[src/rtl/dma_arb_pkg.sv]
package dma_arb_pkg;

   // Command word bit positions; the host encodes these values.
   localparam int CB_MEM2MEM   = 0;
   localparam int CB_CH0_HOLD  = 1;
   localparam int CB_DISABLE   = 2;
   localparam int CB_COMPRESS  = 3;
   localparam int CB_ROTATE    = 4;
   localparam int CB_EXTWRITE  = 5;
   localparam int CB_DREQ_LOW  = 6;
   localparam int CB_DACK_HIGH = 7;

   typedef enum logic [1:0] {
      ARB_IDLE  = 2'd0,
      ARB_WAIT  = 2'd1,
      ARB_SERVE = 2'd2
   } arb_state_e;

endpackage

[src/rtl/dma_req_sync.sv]
module dma_req_sync #(
   parameter int NUM_CH = 4
) (
   input  logic              clk,
   input  logic              rst_n,
   input  logic              active_low,
   input  logic [NUM_CH-1:0] dreq_pin,
   output logic [NUM_CH-1:0] req_q
);

   if (NUM_CH < 1) begin : g_bad_width
      $error("dma_req_sync: NUM_CH must be at least 1");
   end

   for (genvar i = 0; i < NUM_CH; i++) begin : g_ch
      logic level;
      assign level = active_low ? ~dreq_pin[i] : dreq_pin[i];

      always_ff @(posedge clk or negedge rst_n) begin
         if (!rst_n) req_q[i] <= 1'b0;
         else        req_q[i] <= level;
      end
   end

endmodule

[src/rtl/dma_prio_pick.sv]
module dma_prio_pick #(
   parameter int NUM_CH         = 4,
   parameter bit ROTATE_SUPPORT = 1'b1,
   localparam int IDX_W         = $clog2(NUM_CH)
) (
   input  logic [NUM_CH-1:0] req,
   input  logic              rotate,
   input  logic [IDX_W-1:0]  top,
   output logic              found,
   output logic [IDX_W-1:0]  pick
);

   localparam logic [IDX_W:0] CH_LIMIT = (IDX_W+1)'(NUM_CH);

   if (NUM_CH < 2) begin : g_bad_count
      $error("dma_prio_pick: NUM_CH must be at least 2");
   end

   logic [IDX_W-1:0] base;
   logic [IDX_W-1:0] idx_a [NUM_CH];
   logic [NUM_CH-1:0] hit;

   if (ROTATE_SUPPORT) begin : g_rot
      assign base = rotate ? top : '0;
   end else begin : g_fixed_only
      logic unused_rot;
      assign unused_rot = rotate ^ (^top);
      assign base = '0;
   end

   // Slot o holds the channel searched o-th, starting at base.
   for (genvar o = 0; o < NUM_CH; o++) begin : g_slot
      logic [IDX_W:0] sum;
      logic [IDX_W:0] wrapped;
      assign sum     = {1'b0, base} + (IDX_W+1)'(o);
      assign wrapped = (sum >= CH_LIMIT) ? (sum - CH_LIMIT) : sum;
      assign idx_a[o] = wrapped[IDX_W-1:0];
      assign hit[o]   = req[idx_a[o]];
   end

   always_comb begin
      found = |hit;
      pick  = '0;
      for (int o = NUM_CH - 1; o >= 0; o--) begin
         if (hit[o]) pick = idx_a[o];
      end
   end

endmodule

[src/rtl/dma_cmd_regs.sv]
module dma_cmd_regs #(
   parameter int NUM_CH = 4,
   parameter int CMD_W  = 8
) (
   input  logic              clk,
   input  logic              rst_n,
   input  logic              hlda,
   input  logic              host_mclr,
   input  logic              host_wr_cmd,
   input  logic [CMD_W-1:0]  host_cmd_data,
   input  logic              host_wr_mask,
   input  logic [NUM_CH-1:0] host_mask_data,
   output logic [CMD_W-1:0]  cmd_q,
   output logic [NUM_CH-1:0] mask_q,
   output logic              prog_ok,
   output logic              mclr_ok
);

   if (CMD_W != 8) begin : g_bad_cmd
      $error("dma_cmd_regs: command word must be 8 bits");
   end

   logic hlda_q;

   always_ff @(posedge clk or negedge rst_n) begin
      if (!rst_n) hlda_q <= 1'b0;
      else        hlda_q <= hlda;
   end

   // Open only when hold is low now and was low at the previous edge.
   assign prog_ok = ~hlda & ~hlda_q;
   assign mclr_ok = host_mclr & prog_ok;

   always_ff @(posedge clk or negedge rst_n) begin
      if (!rst_n) begin
         cmd_q <= '0;
      end else if (mclr_ok) begin
         cmd_q <= '0;
      end else if (host_wr_cmd && prog_ok) begin
         cmd_q <= host_cmd_data;
      end
   end

   always_ff @(posedge clk or negedge rst_n) begin
      if (!rst_n) begin
         mask_q <= '1;
      end else if (mclr_ok) begin
         mask_q <= '1;
      end else if (host_wr_mask && prog_ok) begin
         mask_q <= host_mask_data;
      end
   end

endmodule

[src/rtl/dma_req_arbiter.sv]
module dma_req_arbiter
   import dma_arb_pkg::*;
#(
   parameter int NUM_CH         = 4,
   parameter int CMD_W          = 8,
   parameter bit ROTATE_SUPPORT = 1'b1
) (
   input  logic              clk,
   input  logic              rst_n,
   input  logic              host_mclr,
   input  logic              host_wr_cmd,
   input  logic [CMD_W-1:0]  host_cmd_data,
   input  logic              host_wr_mask,
   input  logic [NUM_CH-1:0] host_mask_data,
   input  logic [NUM_CH-1:0] dreq_pin,
   input  logic              hlda,
   input  logic              xfer_done,
   output logic              hrq,
   output logic [NUM_CH-1:0] dack_pin,
   output logic              prog_ok,
   output logic [CMD_W-1:0]  cmd_q,
   output logic [NUM_CH-1:0] mask_q,
   output logic              mem2mem_en,
   output logic              ch0_addr_hold,
   output logic              compressed_timing,
   output logic              extended_write
);

   localparam int IDX_W = $clog2(NUM_CH);
   localparam logic [IDX_W-1:0] LAST_CH = IDX_W'(NUM_CH - 1);

   if (NUM_CH < 2) begin : g_bad_ch
      $error("dma_req_arbiter: NUM_CH must be at least 2");
   end

   logic              mclr_ok;
   logic [NUM_CH-1:0] req_q;
   logic [NUM_CH-1:0] eligible;
   logic              found;
   logic [IDX_W-1:0]  pick;
   logic              start;
   arb_state_e        state_q;
   logic [IDX_W-1:0]  chan_q;
   logic [IDX_W-1:0]  top_q;
   logic [IDX_W-1:0]  next_top;
   logic [NUM_CH-1:0] grant;

   dma_cmd_regs #(
      .NUM_CH (NUM_CH),
      .CMD_W  (CMD_W)
   ) u_regs (
      .clk            (clk),
      .rst_n          (rst_n),
      .hlda           (hlda),
      .host_mclr      (host_mclr),
      .host_wr_cmd    (host_wr_cmd),
      .host_cmd_data  (host_cmd_data),
      .host_wr_mask   (host_wr_mask),
      .host_mask_data (host_mask_data),
      .cmd_q          (cmd_q),
      .mask_q         (mask_q),
      .prog_ok        (prog_ok),
      .mclr_ok        (mclr_ok)
   );

   dma_req_sync #(
      .NUM_CH (NUM_CH)
   ) u_sync (
      .clk        (clk),
      .rst_n      (rst_n),
      .active_low (cmd_q[CB_DREQ_LOW]),
      .dreq_pin   (dreq_pin),
      .req_q      (req_q)
   );

   assign eligible = req_q & ~mask_q;

   dma_prio_pick #(
      .NUM_CH         (NUM_CH),
      .ROTATE_SUPPORT (ROTATE_SUPPORT)
   ) u_pick (
      .req    (eligible),
      .rotate (cmd_q[CB_ROTATE]),
      .top    (top_q),
      .found  (found),
      .pick   (pick)
   );

   assign start    = found & ~cmd_q[CB_DISABLE];
   assign next_top = (chan_q == LAST_CH) ? '0 : chan_q + IDX_W'(1);

   always_ff @(posedge clk or negedge rst_n) begin
      if (!rst_n) begin
         state_q <= ARB_IDLE;
         chan_q  <= '0;
         top_q   <= '0;
      end else if (mclr_ok) begin
         state_q <= ARB_IDLE;
         chan_q  <= '0;
         top_q   <= '0;
      end else begin
         unique case (state_q)
            ARB_IDLE: begin
               if (start) begin
                  state_q <= ARB_WAIT;
                  chan_q  <= pick;
               end
            end
            ARB_WAIT: begin
               if (hlda) state_q <= ARB_SERVE;
            end
            ARB_SERVE: begin
               if (xfer_done) begin
                  state_q <= ARB_IDLE;
                  top_q   <= next_top;
               end
            end
            default: state_q <= ARB_IDLE;
         endcase
      end
   end

   assign hrq = (state_q != ARB_IDLE);

   for (genvar i = 0; i < NUM_CH; i++) begin : g_dack
      assign grant[i]    = (state_q == ARB_SERVE) && (chan_q == IDX_W'(i));
      assign dack_pin[i] = cmd_q[CB_DACK_HIGH] ? grant[i] : ~grant[i];
   end

   assign mem2mem_en        = cmd_q[CB_MEM2MEM];
   assign ch0_addr_hold     = cmd_q[CB_CH0_HOLD];
   assign compressed_timing = cmd_q[CB_COMPRESS];
   assign extended_write    = cmd_q[CB_EXTWRITE];

endmodule

[config.mk]
export PLATFORM = sky130hd
export DESIGN_NAME = dma_req_arbiter
export DESIGN_NICKNAME = d
export VERILOG_FILES = /design/src/rtl/dma_arb_pkg.sv /design/src/rtl/dma_req_sync.sv /design/src/rtl/dma_prio_pick.sv /design/src/rtl/dma_cmd_regs.sv /design/src/rtl/dma_req_arbiter.sv
export SDC_FILE = /design/constraint.sdc
export NUM_CORES = 1
export LEC_CHECK = 0
export ABC_CLOCK_PERIOD_IN_PS = 1400
export BUFFER_PORTS_ARGS = -buffer_cell sky130_fd_sc_hd__buf_4
export CORE_AREA = 2 2 61 63
export CTS_BUF_LIST = sky130_fd_sc_hd__clkbuf_4 sky130_fd_sc_hd__clkbuf_8 sky130_fd_sc_hd__clkbuf_16
export DETAILED_ROUTE_END_ITERATION = 8
export DIE_AREA = 0 0 63 65
export PLACE_DENSITY = 0.73
export SYNTH_ARGS = -nofsm -noshare
export SYNTH_HDL_FRONTEND = slang
export SYNTH_HIERARCHICAL = 1
export SYNTH_SLANG_ARGS = --single-unit
[constraint.sdc]
create_clock -name clk -period 1.4 [get_ports clk]
set_input_delay 0.14 -clock clk [delete_from_list [all_inputs] [get_ports clk]]
set_output_delay 0.14 -clock clk [all_outputs]
set_load 0.05 [all_outputs]
==> results of run 1 <==
area by class of cell:
cell class	count	area (µm²)
multi-input combinational	102	888
fill	302	1370
clock buffer	4	30.0
inverter	13	48.8
timing repair buffer	63	508
tap	48	60.1
sequential	23	592
what timing repair did:
| item | in CTS | in global routing |
|---|---|---|
| hold buffers | 5 | 0 |
| pin swaps | 2 | 4 |
| setup endpoints to repair | 10 | 9 |
| hold endpoints to repair | 27 | 0 |
| buffers inserted | 3 | 0 |
| gates resized for setup | 15 | 7 |
layout by cell type (no fill, tap or decap), types with 2 or more instances in the layout:
cell type / count
dfrtp_2: 3
dfrtp_1: 16
buf_4: 53
dfstp_4: 2
nand4bb_1: 7
xor2_1: 8
nor2b_4: 2
o221ai_1: 8
dlygate4sd3_1: 5
nand2_1: 3
nor2_1: 2
nand2b_1: 6
mux2i_1: 3
ha_2: 2
buf_6: 4
or2_2: 3
o21ai_0: 9
nand3b_1: 6
dfstp_2: 2
o21bai_1: 4
clkbuf_4: 4
inv_2: 3
inv_1: 10
o221a_1: 4
nor2b_2: 2
or4b_1: 4
or3b_1: 2
a21oi_1: 5
per-layer routing:
metal	routed length (µm)	part of all wire (%)
met1	1500	42
met2	1890	52
met3	176	4.9
met4	31	0.86
met5	0	0
worst max-delay path, stage by stage (launching register included):
cell and delay, ns:
dfrtp_2 0.45, inv_2 0.06, ha_1 0.19, nand3b_1 0.09
xor2_1 0.16, buf_4 0.22
state kept, by name, indices dropped and copies added (netlist names):
name	count
u_regs/mask_q	4
u_regs/hlda_q	1
state_q	2
chan_q	2
u_sync/req_q	4
top_q	2
u_regs/cmd_q	8
where the power goes:
part           internal, mW  leakage [nW]  switching [mW]  total, mW
Combinational         0.854         0.625            1.14       1.99
Clock                 0.130        0.0184           0.188      0.319
Sequential            0.885         0.276           0.263       1.15
kinds of logic after synthesis:
| family | synth area share [%] |
|---|---|
| AO/OA/AOI/OAI | 18.5 |
| XOR/XNOR | 4.61 |
| adder cells (fa/ha/maj) | 3.29 |
| buffers and inverters | 8.07 |
| flip-flops | 38.2 |
| multiplexers | 2.72 |
| AND/OR/NAND/NOR | 24.6 |
path summary, 6_finish.rpt:
kind	from	endpoint	slack [ns]
setup / recovery	chan_q[0]	dack_pin[2]	-0.21
hold / removal	hlda	u_regs/hlda_q	0.09
setup reg to reg	u_regs/mask_q[0]	chan_q[1]	-0.20
hold reg to reg	u_regs/cmd_q[0]	u_regs/cmd_q[0]	0.60
max in group asynchronous	rst_n	u_regs/mask_q[1]	0.86
min in group asynchronous	rst_n	u_regs/hlda_q	0.25
==> impl_metrics.csv, run 1 <==
group,metric,value,unit
run_status,status,"finished with violations",
run_status,violations,"setup timing",
timing,finalSetupViolations,7,
pwr,p_per_area,1630,mW/mm²
yosys,netlist_area,0.00152,mm²
global_routing,grt_usage,17.9,%
clocking,cts.clk_slew.worst_paths,0.12,ns
finish,final_util,60.8,%
yosys,seq_area_frac_synth,38.2,%
global_routing,use_met3,3.99,%
pwr,ir_worst_vdd,0.896,mV
yosys,postSynthAreaPerCell,10.1,µm²
finish,drive_gt1_share,45.9,%
route,vias_per_cell,5.38,
floorplan,die_h,65,µm
yosys,synth.area.top_cells,"dfrtp_1, dfstp_2, nand4bb_1, o221ai_1, xor2_1",
route,drtAntennaViolNets,0,
clocking,clk_path_buf_depth,2,
route,drtIter0Drc,67,
yosys,syn_nets,178,
placement,dp_slack,-0.217,ns
floorplan,io_pins,45,
clocking,h-tree-depth,1,
worst_hold_path,hold_path_depth,1,
yosys,yosysWarnings,6,
timing,relSlewSlack,78.4,%
yosys,async_reset_ff_share,100,%
timing,fin_setup_tns,-1.34,ns
yosys,netlist_instances,151,
setup_path,crit_path_end_kind,"output pin",
yosys,synth-seq-cells,23,
run,maxCapViolations,0,
setup_path,crit_type,"register to output pin",
timing,whs,0.0866,ns
pwr,power,3.46,mW
global_routing,busiest_layer,"met2",
global_routing,grt_pass1_wl,5960,µm
placement,dp_hpwl,2650,µm
clocking,cts_tree,"yes",
timing,slew_viol_final,0,
global_routing,grt_max_degree,29,
floorplan,dieArea,0.00410,mm²
timing,clock.fmax,622,MHz
worst_hold_path,hp-class,"input port to register",
placement,dp_cells,241,
timing,finalCritPeriodShare,115,%
yosys,synth_cell_types,40,
timing,hold_viol_final,0,
floorplan,start_util,43.5,%
floorplan,core-area,0.00350,mm²
route,wire_per_inst,14.2,µm
finish,final_cell_area,0.00213,mm²
yosys,synth.most_common_cell,"dfrtp_1",
route,num_vias,1361,
finish,synthToLayoutAreaGrowth,39.9,%
pwr,p_leak,0.920,nW
timing,worst_pin_slew,0.324,ns
placement,port-buffer-count,44,
route,drc,0,
timing,fin_skew,0.00138,ns
clocking,cts_buffers,3,
floorplan,die_x,63,µm
yosys,synthFlopType,"dfrtp_1",
global_routing,grt_pass1_vias,1359,
placement,gp_congestion,0.737,
setup_path,crit_path_start_kind,"register",
yosys,synth_commonest_cells,"dfrtp_1, inv_1, o21ai_0",
setup_path,r2r_cells,4,
finish,nets,233,
yosys,yosys.area.top_type,"dfrtp_1",
timing,rsz0062_at_grt,"true",
route,route.final.wire_length,3600,µm
setup_path,cp_data_required_time,1.26,ns
global_routing,use_met1,20.3,%
global_routing,antenna_found_initial,0,
clocking,root_buffer,"clkbuf_4",
placement,place_area,0.00195,mm²
finish,n_antenna_cell,0,
route,first_pass_iters,4,
timing,setup_ws,-0.208,ns
yosys,synth.top_cell.area_share,31.3,%
global_routing,grt_overflow,0,
clocking,clock-sinks,23,
setup_path,path_max_fanout,5,
yosys,synth_edf_count,0,
setup_path,arrival,1.47,ns
timing,min_period,1.61,ns
finish,layout.cells.non_filler,253,
clocking,clock_latency,0.30,ns
floorplan,rows,22,
global_routing,use_met2,34.3,%
(Power assumes the default switching activity.)
==> run 2: changes to the inputs <==
Settings changed: MAX_ROUTING_LAYER set to met4, PLACE_DENSITY 0.73 to 0.81, SLEW_MARGIN set to 30.
==> run 2 against run 1 <==
Effect of this change:
- the run still ends with setup timing left
- via count fell by 2.4%
- non-clock buffer count up 1
- global-route usage fell by 0.18 points
- hold slack worse by 0.016 ns
- utilization is 0.21 points lower
- critical path depth down 1
- sequential cell count is the same
- register-to-register slack is essentially flat
- final area shrank 0.35%
- power is 0.89% lower
- clock skew is essentially flat
- largest cell class unchanged
==> impl_metrics.csv, run 2 (synthesis gave the netlist of run 1 again) <==
group,metric,value,unit
setup_path,path_buf_inv,0,
setup_path,r2r_cells,4,
route,drtAntennaViolNets,0,
route,first_pass_iters,4,
setup_path,path_max_fanout,2,
clocking,h-tree-depth,1,
global_routing,grt_pass1_vias,1221,
global_routing,grt_usage,17.7,%
timing,relSlewSlack,79.7,%
timing,clock.fmax,622,MHz
timing,min_period,1.61,ns
finish,max_flop_register,"u_regs/cmd_q",
clocking,cts_tree,"yes",
clocking,clock-sinks,23,
route,drtIter0Drc,43,
floorplan,die_x,63,µm
setup_path,reg2reg_from,"u_regs/mask_q[0]",
finish,final_common_cell,"buf_4",
pwr,p_leak,0.919,nW
run_status,status,"finished with violations",
floorplan,io_pins,45,
floorplan,core-area,0.00350,mm²
setup_path,cp_cell_sequence,"nor2b_4 -> or4_4 -> nor4b_4 -> mux2i_1",
clocking,clock_latency,0.31,ns
setup_path,cp_data_required_time,1.61,ns
pwr,power,3.43,mW
run_status,violations,"setup timing",
pwr,p_per_area,1620,mW/mm²
route,route.final.wire_length,3490,µm
setup_path,critPathTopFamily,"simple AND/OR/NAND/NOR gates",
timing,fin_setup_tns,-1.24,ns
timing,setup_ws,-0.206,ns
run,maxCapViolations,0,
timing,finalCritPeriodShare,115,%
floorplan,dieArea,0.00410,mm²
finish,nets,234,
finish,synthToLayoutAreaGrowth,39.4,%
finish,layout.cells.non_filler,254,
clocking,cts_buffers,3,
worst_hold_path,worstHoldEndpoint,"state_q[1]",
worst_hold_path,hp-start,"xfer_done",
placement,place_area,0.00195,mm²
timing,slew_viol_final,0,
finish,drive_gt1_share,45.1,%
global_routing,grt_overflow,0,
route,num_vias,1328,
setup_path,crit_path_start_kind,"register",
timing,whs,0.0711,ns
global_routing,grt_pass1_wl,5560,µm
route,wire_per_inst,13.8,µm
setup_path,slowest_stage,"dfstp_4",
timing,worst_pin_slew,0.304,ns
setup_path,max_stage_delay,0.66,ns
placement,gp_congestion,0.914,
timing,fin_skew,0.00175,ns
floorplan,die_h,65,µm
finish,largestRegisters,"u_regs/cmd_q (8), u_regs/mask_q (4), u_sync/req_q (4)",
timing,hold_viol_final,0,
timing,rsz0062_at_grt,"true",
clocking,root_buffer,"clkbuf_4",
finish,layout_common_cells,"buf_4, dfrtp_1, o21ai_0, inv_1",
setup_path,r2r-end,"chan_q[0]",
clocking,cts.clk_slew.worst_paths,0.13,ns
worst_hold_path,hold_path_depth,3,
worst_hold_path,hp-class,"input port to register",
finish,final_cell_area,0.00212,mm²
finish,n_antenna_cell,0,
global_routing,grt_max_degree,29,
placement,dp_slack,-0.202,ns
pwr,ir_worst_vdd,0.824,mV
floorplan,rows,22,
finish,largest_register_ffs,8,
global_routing,antenna_found_initial,0,
finish,final_util,60.6,%
clocking,clk_path_buf_depth,2,
route,vias_per_cell,5.23,
setup_path,crit_path_end_kind,"register",
placement,dp_hpwl,2430,µm
setup_path,crit_type,"register to register",
timing,finalSetupViolations,7,
placement,port-buffer-count,44,
route,drc,0,
setup_path,arrival,1.81,ns
placement,dp_cells,241,
setup_path,r2r_slack,-0.21,ns
floorplan,start_util,43.5,%
-- run 2: cell types whose count changed in the layout (fill, tap and decap cells not counted), sizes merged --
cell and delta:
buf +1, clkinv +1, clkbuf -1
-- run 2: layer usage --
| layer | global-route usage (%) | share of wire [%] |
|---|---|---|
| met3 | 4.69 | 4.7 |
| met2 | 31.0 | 52 |
| met4 | 1.67 | 0.23 |
| met1 | 21.3 | 44 |
| met5 | - | 0 |
-- run 2: repair_timing --
item,CTS,global route
setup endpoints to repair,11,11
resized for setup,11,10
hold buffers,5,0
pin swaps,2,2
buffers inserted,2,2
cloned,0,0
hold endpoints to repair,27,0
-- run 2: layout make-up --
cell class,count,area (µm²)
multi-input combinational,102,873
clock inverter,1,5.00
clock buffer,3,22.5
tap,48,60.1
sequential,23,593
fill,292,1380
timing repair buffer,64,517
inverter,13,48.8
-- run 2: how the worst max path moves through the flow --
| stage | cells past startpoint | start | slack (ns) | to |
|---|---|---|---|---|
| 6_report | 4 | u_regs/mask_q[0] | -0.21 | chan_q[0] |
| 4_1_cts | 4 | u_regs/mask_q[0] | -0.21 | chan_q[0] |
| 3_3_place_gp | 4 | u_regs/mask_q[3] | -0.19 | chan_q[1] |
| 5_1_grt | 8 | u_regs/mask_q[0] | -0.31 | chan_q[1] |
| 2_1_floorplan | 4 | u_regs/mask_q[3] | -0.31 | chan_q[0] |
| 3_5_place_dp | 4 | u_regs/mask_q[3] | -0.20 | chan_q[0] |
-- run 2: worst min-delay path: cells and delay by family --
kind / cells / cell delay [ns]
AO/OA/AOI/OAI: 1 / 0.05
AND/OR/NAND/NOR: 1 / 0.09
buffers and inverters: 1 / 0.08
-- run 2: where the power goes --
| group | internal [mW] | leakage (nW) | switching, mW |
|---|---|---|---|
| registers | 0.886 | 0.275 | 0.245 |
| clock network | 0.107 | 0.0177 | 0.204 |
| logic | 0.851 | 0.627 | 1.14 |
